$ cat config.mk
export PLATFORM = sky130hd
export DESIGN_NAME = tce_update_engine
export DESIGN_NICKNAME = d
export VERILOG_FILES = /design/src/rtl/tce_eng_pkg.sv /design/src/rtl/tce_index_calc.sv /design/src/rtl/tce_entry_store.sv /design/src/rtl/tce_list_fetch.sv /design/src/rtl/tce_update_engine.sv
export SDC_FILE = /design/constraint.sdc
export NUM_CORES = 2
export LEC_CHECK = 0
export ABC_AREA = 1
export BUFFER_PORTS_ARGS = -buffer_cell sky130_fd_sc_hd__buf_4
export CAP_MARGIN = 10
export CORE_ASPECT_RATIO = 1.25
export CORE_MARGIN = 5
export CORE_UTILIZATION = 35
export DETAILED_ROUTE_END_ITERATION = 6
export GPL_TIMING_DRIVEN = 0
export PLACE_DENSITY = 0.63
export SLEW_MARGIN = 30
export SYNTH_ARGS = -nofsm -noshare
export SYNTH_HDL_FRONTEND = slang
export SYNTH_SLANG_ARGS = --single-unit
$ cat constraint.sdc
create_clock -name clk -period 11.5 [get_ports clk]
set_clock_uncertainty 0.1 [all_clocks]
set_input_delay 0.575 -clock clk [delete_from_list [all_inputs] [get_ports clk]]
set_output_delay 0.575 -clock clk [all_outputs]
set_load 0.01 [all_outputs]
$ cat src/rtl/tce_eng_pkg.sv
// Package: shared opcodes, state encoding, status values and helpers
// for the translation table update engine.
// Assumes 64-bit addresses and 64-bit entries throughout.
package tce_eng_pkg;

    localparam int unsigned W = 64;

    typedef enum logic [1:0] {
        OP_PUT  = 2'd0,
        OP_GET  = 2'd1,
        OP_FILL = 2'd2,
        OP_LOAD = 2'd3
    } tce_op_e;

    typedef enum logic [1:0] {
        S_IDLE  = 2'd0,
        S_FETCH = 2'd1,
        S_EXEC  = 2'd2
    } eng_state_e;

    localparam logic ST_OK    = 1'b0;
    localparam logic ST_PARAM = 1'b1;

    // Page mask for a given shift: clears the in-page offset bits.
    function automatic logic [W-1:0] page_mask(input logic [5:0] shift);
        page_mask = ~((64'd1 << shift) - 64'd1);
    endfunction

    // Reorders bytes so that lane 0 (lowest address) becomes the MSB.
    function automatic logic [W-1:0] swap_bytes(input logic [W-1:0] d);
        for (int k = 0; k < 8; k++) begin
            swap_bytes[8*(7-k) +: 8] = d[8*k +: 8];
        end
    endfunction

endpackage

$ cat src/rtl/tce_index_calc.sv
// Module: tce_index_calc
// Turns a page-aligned I/O address into a table index and a window
// address, and flags whether the index lies below the active count.
// Assumes the address is already masked and num_entries <= DEPTH.
module tce_index_calc
    import tce_eng_pkg::*;
#(
    parameter int unsigned DEPTH = 16,
    localparam int unsigned IDX_W = (DEPTH > 1) ? $clog2(DEPTH) : 1,
    localparam int unsigned NE_W  = $clog2(DEPTH + 1)
) (
    input  logic [W-1:0]     ioba,
    input  logic [W-1:0]     bus_offset,
    input  logic [5:0]       shift,
    input  logic [NE_W-1:0]  num_entries,
    output logic [IDX_W-1:0] idx,
    output logic             in_range,
    output logic [W-1:0]     win_addr
);
    logic [W-1:0] rel;
    logic [W-1:0] full_idx;

    // Unsigned offset from the window base and the page number it names.
    always_comb begin
        rel      = ioba - bus_offset;
        full_idx = rel >> shift;
        in_range = full_idx < W'(num_entries);
        idx      = full_idx[IDX_W-1:0];
        win_addr = rel & page_mask(shift);
    end

endmodule

$ cat src/rtl/tce_entry_store.sv
// Module: tce_entry_store
// Register array of DEPTH 64-bit entries, one write port and one
// combinational read port. Synchronous reset zeroes every entry.
// Assumes indices presented are below DEPTH.
module tce_entry_store
    import tce_eng_pkg::*;
#(
    parameter int unsigned DEPTH = 16,
    localparam int unsigned IDX_W = (DEPTH > 1) ? $clog2(DEPTH) : 1
) (
    input  logic             clk,
    input  logic             rst_n,
    input  logic             wr_en,
    input  logic [IDX_W-1:0] wr_idx,
    input  logic [W-1:0]     wr_data,
    input  logic [IDX_W-1:0] rd_idx,
    output logic [W-1:0]     rd_data
);
    logic [W-1:0] ent [DEPTH];

    for (genvar g = 0; g < DEPTH; g++) begin : g_ent
        // One entry: cleared on reset, loaded when addressed.
        always_ff @(posedge clk) begin
            if (!rst_n) begin
                ent[g] <= '0;
            end else if (wr_en && (wr_idx == IDX_W'(g))) begin
                ent[g] <= wr_data;
            end
        end
    end

    // Read mux; an index past DEPTH reads as zero.
    always_comb begin
        rd_data = '0;
        if (32'(rd_idx) < DEPTH) rd_data = ent[rd_idx];
    end

endmodule

$ cat src/rtl/tce_list_fetch.sv
// Module: tce_list_fetch
// Request side of the list read port. While active it presents the
// address of list slot i and converts returned big-endian data.
// Assumes the list base is 8-byte aligned and the FSM stays active
// until mem_ack.
module tce_list_fetch
    import tce_eng_pkg::*;
#(
    parameter int unsigned CNT_W = 16
) (
    input  logic             clk,
    input  logic             rst_n,
    input  logic             active,
    input  logic [W-1:0]     list_base,
    input  logic [CNT_W-1:0] slot,
    output logic             mem_req,
    output logic [W-1:0]     mem_addr,
    input  logic             mem_ack,
    input  logic [W-1:0]     mem_data,
    output logic             take,
    output logic [W-1:0]     entry
);
    // Address of element slot, request strobe and byte reordering.
    always_comb begin
        mem_req  = active;
        mem_addr = list_base + W'({slot, 3'b000});
        take     = active && mem_ack;
        entry    = swap_bytes(mem_data);
    end

    a_r7_addr_hold: assert property (@(posedge clk) disable iff (!rst_n)
        (mem_req && !mem_ack) |=> (mem_req && $stable(mem_addr)));

    a_r7_aligned: assert property (@(posedge clk) disable iff (!rst_n)
        mem_req |-> (mem_addr[2:0] == 3'b000));

endmodule

$ cat src/rtl/tce_update_engine.sv
// Module: tce_update_engine (top)
// Command sequencer for the translation table: single write, single
// read, fill run and list load, with per-command bounds rules, update
// notices and a busy/done handshake.
// Assumes configuration inputs are stable while busy and
// cfg_num_entries <= DEPTH.
module tce_update_engine
    import tce_eng_pkg::*;
#(
    parameter int unsigned DEPTH      = 16,
    parameter int unsigned CNT_W      = 16,
    parameter int unsigned LIST_MAX   = 512,
    parameter int unsigned LIST_ALIGN = 12,
    localparam int unsigned IDX_W = (DEPTH > 1) ? $clog2(DEPTH) : 1,
    localparam int unsigned NE_W  = $clog2(DEPTH + 1)
) (
    input  logic             clk,
    input  logic             rst_n,
    input  logic [63:0]      cfg_bus_offset,
    input  logic [5:0]       cfg_page_shift,
    input  logic [NE_W-1:0]  cfg_num_entries,
    input  logic             cmd_valid,
    input  logic [1:0]       cmd_op,
    input  logic [63:0]      cmd_ioba,
    input  logic [63:0]      cmd_value,
    input  logic [CNT_W-1:0] cmd_count,
    output logic             busy,
    output logic             done,
    output logic             status,
    output logic [63:0]      rd_entry,
    output logic             upd_valid,
    output logic [63:0]      upd_iova,
    output logic [63:0]      upd_target,
    output logic [1:0]       upd_perm,
    output logic             mem_req,
    output logic [63:0]      mem_addr,
    input  logic             mem_ack,
    input  logic [63:0]      mem_data
);
    eng_state_e       state;
    tce_op_e          op_q;
    tce_op_e          op_in;
    logic [W-1:0]     cur_ioba;
    logic [W-1:0]     list_base;
    logic [W-1:0]     tce_cur;
    logic [CNT_W-1:0] remain;
    logic [CNT_W-1:0] slot;
    logic [W-1:0]     mask;
    logic [W-1:0]     page_size;
    logic             pre_err;

    logic [IDX_W-1:0] idx;
    logic             in_range;
    logic [W-1:0]     win_addr;
    logic             wr_en;
    logic [W-1:0]     rd_data;
    logic             fetch_take;
    logic [W-1:0]     fetch_entry;

    // Decode the incoming opcode and apply the acceptance-time rules.
    always_comb begin
        op_in     = tce_op_e'(cmd_op);
        mask      = page_mask(cfg_page_shift);
        page_size = 64'd1 << cfg_page_shift;
        pre_err   = 1'b0;
        case (op_in)
            OP_FILL: pre_err = (cmd_count == '0) ||
                               (32'(cmd_count) > 32'(cfg_num_entries));
            OP_LOAD: pre_err = (cmd_count == '0) ||
                               (32'(cmd_count) > LIST_MAX) ||
                               (cmd_value[LIST_ALIGN-1:0] != '0);
            default: pre_err = 1'b0;
        endcase
    end

    assign busy  = (state != S_IDLE);
    assign wr_en = (state == S_EXEC) && in_range && (op_q != OP_GET);

    tce_index_calc #(.DEPTH(DEPTH)) u_idx (
        .ioba        (cur_ioba),
        .bus_offset  (cfg_bus_offset),
        .shift       (cfg_page_shift),
        .num_entries (cfg_num_entries),
        .idx         (idx),
        .in_range    (in_range),
        .win_addr    (win_addr)
    );

    tce_entry_store #(.DEPTH(DEPTH)) u_store (
        .clk     (clk),
        .rst_n   (rst_n),
        .wr_en   (wr_en),
        .wr_idx  (idx),
        .wr_data (tce_cur),
        .rd_idx  (idx),
        .rd_data (rd_data)
    );

    tce_list_fetch #(.CNT_W(CNT_W)) u_fetch (
        .clk       (clk),
        .rst_n     (rst_n),
        .active    (state == S_FETCH),
        .list_base (list_base),
        .slot      (slot),
        .mem_req   (mem_req),
        .mem_addr  (mem_addr),
        .mem_ack   (mem_ack),
        .mem_data  (mem_data),
        .take      (fetch_take),
        .entry     (fetch_entry)
    );

    // Command sequencer: accept, fetch, per-entry execute, complete.
    always_ff @(posedge clk) begin
        if (!rst_n) begin
            state      <= S_IDLE;
            op_q       <= OP_PUT;
            cur_ioba   <= '0;
            list_base  <= '0;
            tce_cur    <= '0;
            remain     <= '0;
            slot       <= '0;
            done       <= 1'b0;
            status     <= ST_OK;
            rd_entry   <= '0;
            upd_valid  <= 1'b0;
            upd_iova   <= '0;
            upd_target <= '0;
            upd_perm   <= '0;
        end else begin
            done      <= 1'b0;
            upd_valid <= 1'b0;
            case (state)
                S_IDLE: begin
                    if (cmd_valid) begin
                        op_q      <= op_in;
                        cur_ioba  <= cmd_ioba & mask;
                        tce_cur   <= cmd_value;
                        list_base <= cmd_value;
                        slot      <= '0;
                        remain    <= (op_in == OP_PUT || op_in == OP_GET)
                                     ? CNT_W'(1) : cmd_count;
                        if (pre_err) begin
                            done   <= 1'b1;
                            status <= ST_PARAM;
                        end else begin
                            state <= (op_in == OP_LOAD) ? S_FETCH : S_EXEC;
                        end
                    end
                end
                S_FETCH: begin
                    if (fetch_take) begin
                        tce_cur <= fetch_entry;
                        state   <= S_EXEC;
                    end
                end
                S_EXEC: begin
                    if (!in_range) begin
                        done   <= 1'b1;
                        status <= ST_PARAM;
                        state  <= S_IDLE;
                    end else if (op_q == OP_GET) begin
                        rd_entry <= rd_data;
                        done     <= 1'b1;
                        status   <= ST_OK;
                        state    <= S_IDLE;
                    end else begin
                        upd_valid  <= 1'b1;
                        upd_iova   <= win_addr;
                        upd_target <= tce_cur & mask;
                        upd_perm   <= tce_cur[1:0];
                        cur_ioba   <= cur_ioba + page_size;
                        slot       <= slot + CNT_W'(1);
                        remain     <= remain - CNT_W'(1);
                        if (remain == CNT_W'(1)) begin
                            done   <= 1'b1;
                            status <= ST_OK;
                            state  <= S_IDLE;
                        end else begin
                            state <= (op_q == OP_LOAD) ? S_FETCH : S_EXEC;
                        end
                    end
                end
                default: state <= S_IDLE;
            endcase
        end
    end

    a_r9_done_on_busy_fall: assert property (@(posedge clk) disable iff (!rst_n)
        $fell(busy) |-> done);

    a_r9_no_done_while_busy: assert property (@(posedge clk) disable iff (!rst_n)
        busy |-> !done);

    a_r4_notice_after_write: assert property (@(posedge clk) disable iff (!rst_n)
        upd_valid |-> ($past(busy) && ($past(op_q) != OP_GET)));

    a_r2_write_in_bounds: assert property (@(posedge clk) disable iff (!rst_n)
        wr_en |-> (32'(idx) < 32'(cfg_num_entries)));

    a_r6_fetch_only_load: assert property (@(posedge clk) disable iff (!rst_n)
        mem_req |-> (op_q == OP_LOAD));

endmodule

==> flow_metrics.tcl <==
set metrics [dict create \
    initialDrtViolationCount 9959 \
    grt_max_degree 17 \
    p_leak_nw 40.8 \
    ant_nets 0 \
    synth_edf_count 1024 \
    die-area_sq_mm 0.237 \
    grt-ovfl-total 0 \
    synthArstFlopShare 0 \
    hpwl_microns 333000 \
    cts_buffers 155 \
    setup_violations 0 \
    num_rows 195 \
    die_h_microns 543 \
    postCtsSetupBuffers 0 \
    wl_met3_microns 36600 \
    htreeDepth 4 \
    outcome "complete, but fails checks" \
    crit_required_ps 11890 \
    hold-worst-slack_ps 23.1 \
    die_w_microns 436 \
    critPathMostFrequentCell "nand2_1" \
    grt_usage 0.340 \
    cts_buffer_depth 4 \
    synthCells 10343 \
    slew-limit-headroom 0.213 \
    rsz0062_at_grt "false" \
    vias 80441 \
    area_growth_pct 20.4 \
    drv_cap 0 \
    crit_slowest_cell "nand4_1" \
    drive_above_1_share 0.109 \
    end_kind "flip-flop" \
    ir_drop_mv 0.127 \
    most-common-layout-cells "nand2_1 (3,027), nor2_1 (1,744), edfxtp_1 (1,024)" \
    ys.flop_type "edfxtp_1" \
    yosys_register_bits 1449 \
    start_util 0.352 \
    cts_tree "yes" \
    violations "design-rule violations" \
    p_per_area_mw_per_mm2 147 \
    worstPathMaxFanout 14 \
    met2_wirelength_microns 190000 \
    finalMaxSlewViolations 0 \
    worst_pin_slew_ps 1180 \
    path_clk_slew_ps 60 \
    syn_area_sq_mm 0.0795 \
    path_class "flip-flop to flip-flop" \
    antenna_found_initial 28 \
    post_drt_via_cell_ratio 5.61 \
    period_needed_ps 9160 \
    grt_pass1_wl_microns 573000 \
    dr.pass1.iters 7 \
    highest_layer "met5" \
    clockRootBuffer "clkbuf_16" \
    synth_cell_types 65 \
    hold_viol_final 0 \
    ys_seq_area_frac 0.494 \
    place_congestion 1.08 \
    cp.arrival_ps 9550 \
    wl_met1_microns 142000 \
    max_clock_freq_mhz 109 \
    p_total_mw 14.1 \
    avgSynthCellArea_sq_um 7.69 \
    clk_latency_ps 870 \
    routed_wl_microns 420000 \
    hold_path.class "input port to flip-flop" \
    clkSinkCount 1449 \
    nNetsFinal 11707 \
    drcViolationCount 14 \
    core_sq_mm 0.226 \
    port_buffers 550 \
    synth_fp_nets 10791 \
    fin_crit_sh 0.797 \
    cpPeakStageDelay_ps 920 \
    final_common_cell "nand2_1" \
    ys.warnings.count 0 \
    ios 552 \
    wl_per_cell_microns 29.3 \
    grt_pass1_vias 75707 \
    worstSetupStartpointType "flip-flop" \
]
## timing repair
action / 4_1_cts / 5_1_grt
endpoints found under the setup margin: 0 / 0
resized for setup: 0 / 0
hold buffers: 122 / 0
endpoints found under the hold margin: 111 / 0
## final timing paths
path                      start             endpoint  slack [ps]  cells past startpoint
setup / recovery   cur_ioba[58]  u_store.ent[11][55]        2340                     33
hold / removal     cmd_ioba[51]         cur_ioba[51]          20                      5
setup reg to reg   cur_ioba[58]  u_store.ent[11][55]        2340                     33
hold reg to reg   upd_target[0]        upd_target[0]         380                      2
## logic make-up after synthesis
logic type / after synthesis / share of synthesized area
buffers and inverters: 1460 / 0.0730
AO/OA/AOI/OAI: 925 / 0.0628
XOR/XNOR: 145 / 0.0160
multiplexers: 1 / 0.000126
adder cells (fa/ha/maj): 159 / 0.0253
flip-flops: 1449 / 0.494
AND/OR/NAND/NOR: 6204 / 0.329
## sequential cells by signal, summed over array words and instances, names as in the netlist, 2 cells and up
| name | count |
|---|---|
| list_base | 64 |
| cur_ioba | 64 |
| rd_entry | 64 |
| upd_iova | 64 |
| upd_target | 64 |
| u_store.ent | 1024 |
| op_q | 2 |
| state | 2 |
| tce_cur | 64 |
| slot | 16 |
| remain | 16 |
| upd_perm | 2 |
## area by class of cell
type	count	area (sq um)
repair buffers	759	7420
well taps	2955	3700
plain buffers	582	2560
inverters	878	3300
fillers	23306	130000
flip-flops and latches	1449	39300
diodes	16	40.0
clock inverters	52	390
multi-input cells	7434	34800
clock buffers	214	4300
## metrics by stage
step	setup TNS [ps]	setup WS, ps	utilization	instances	instance area, sq um
after floorplan	0	2000	-	10343	79500
after global placement	-5973690	-6950	0.387	13848	87400
after detailed placement	0	2190	0.397	13935	89800
after CTS	0	2640	0.424	14323	95700
after global routing	0	2320	0.424	14327	95700
final	0	2340	0.424	14339	95700
## power by group
| group | leakage, nW | total, mW | internal, mW | switching (mW) |
|---|---|---|---|---|
| Combinational | 24.4 | 3.24 | 0.834 | 2.41 |
| Sequential | 14.1 | 5.96 | 5.75 | 0.207 |
| Clock | 2.32 | 4.88 | 2.70 | 2.18 |
| Total | 40.8 | 14.1 | 9.29 | 4.80 |
## per-layer routing
layer,track usage,up-vias
met1,0.374,38303
met5,0,-
li1,-,35876
met3,0.0600,1427
met2,0.550,4829
met4,0.331,6
## cells in the mapped netlist (all sizes together) (106+ instances only)
cell	instances	area (sq um)
nor2	1826	7090
inv	868	3260
a21oi	258	1290
dfxtp	425	8510
nand2	3033	11400
nand3	737	3710
a31oi	106	663
ha	156	1950
o21ai	480	2410
buf	233	1200
nand4	445	3000
clkbuf	349	1310
edfxtp	1024	30700
## worst max-delay path, delay by kind of cell (launching register included)
family	cells	cell delay, ps
and+or+nand+nor	21	4510
DFF	1	830
adders and majority gates	2	690
AOI/OAI and AO/OA	3	1060
buffers and inverters	7	1550
Note: power is estimated with default switching activity, not from simulation.
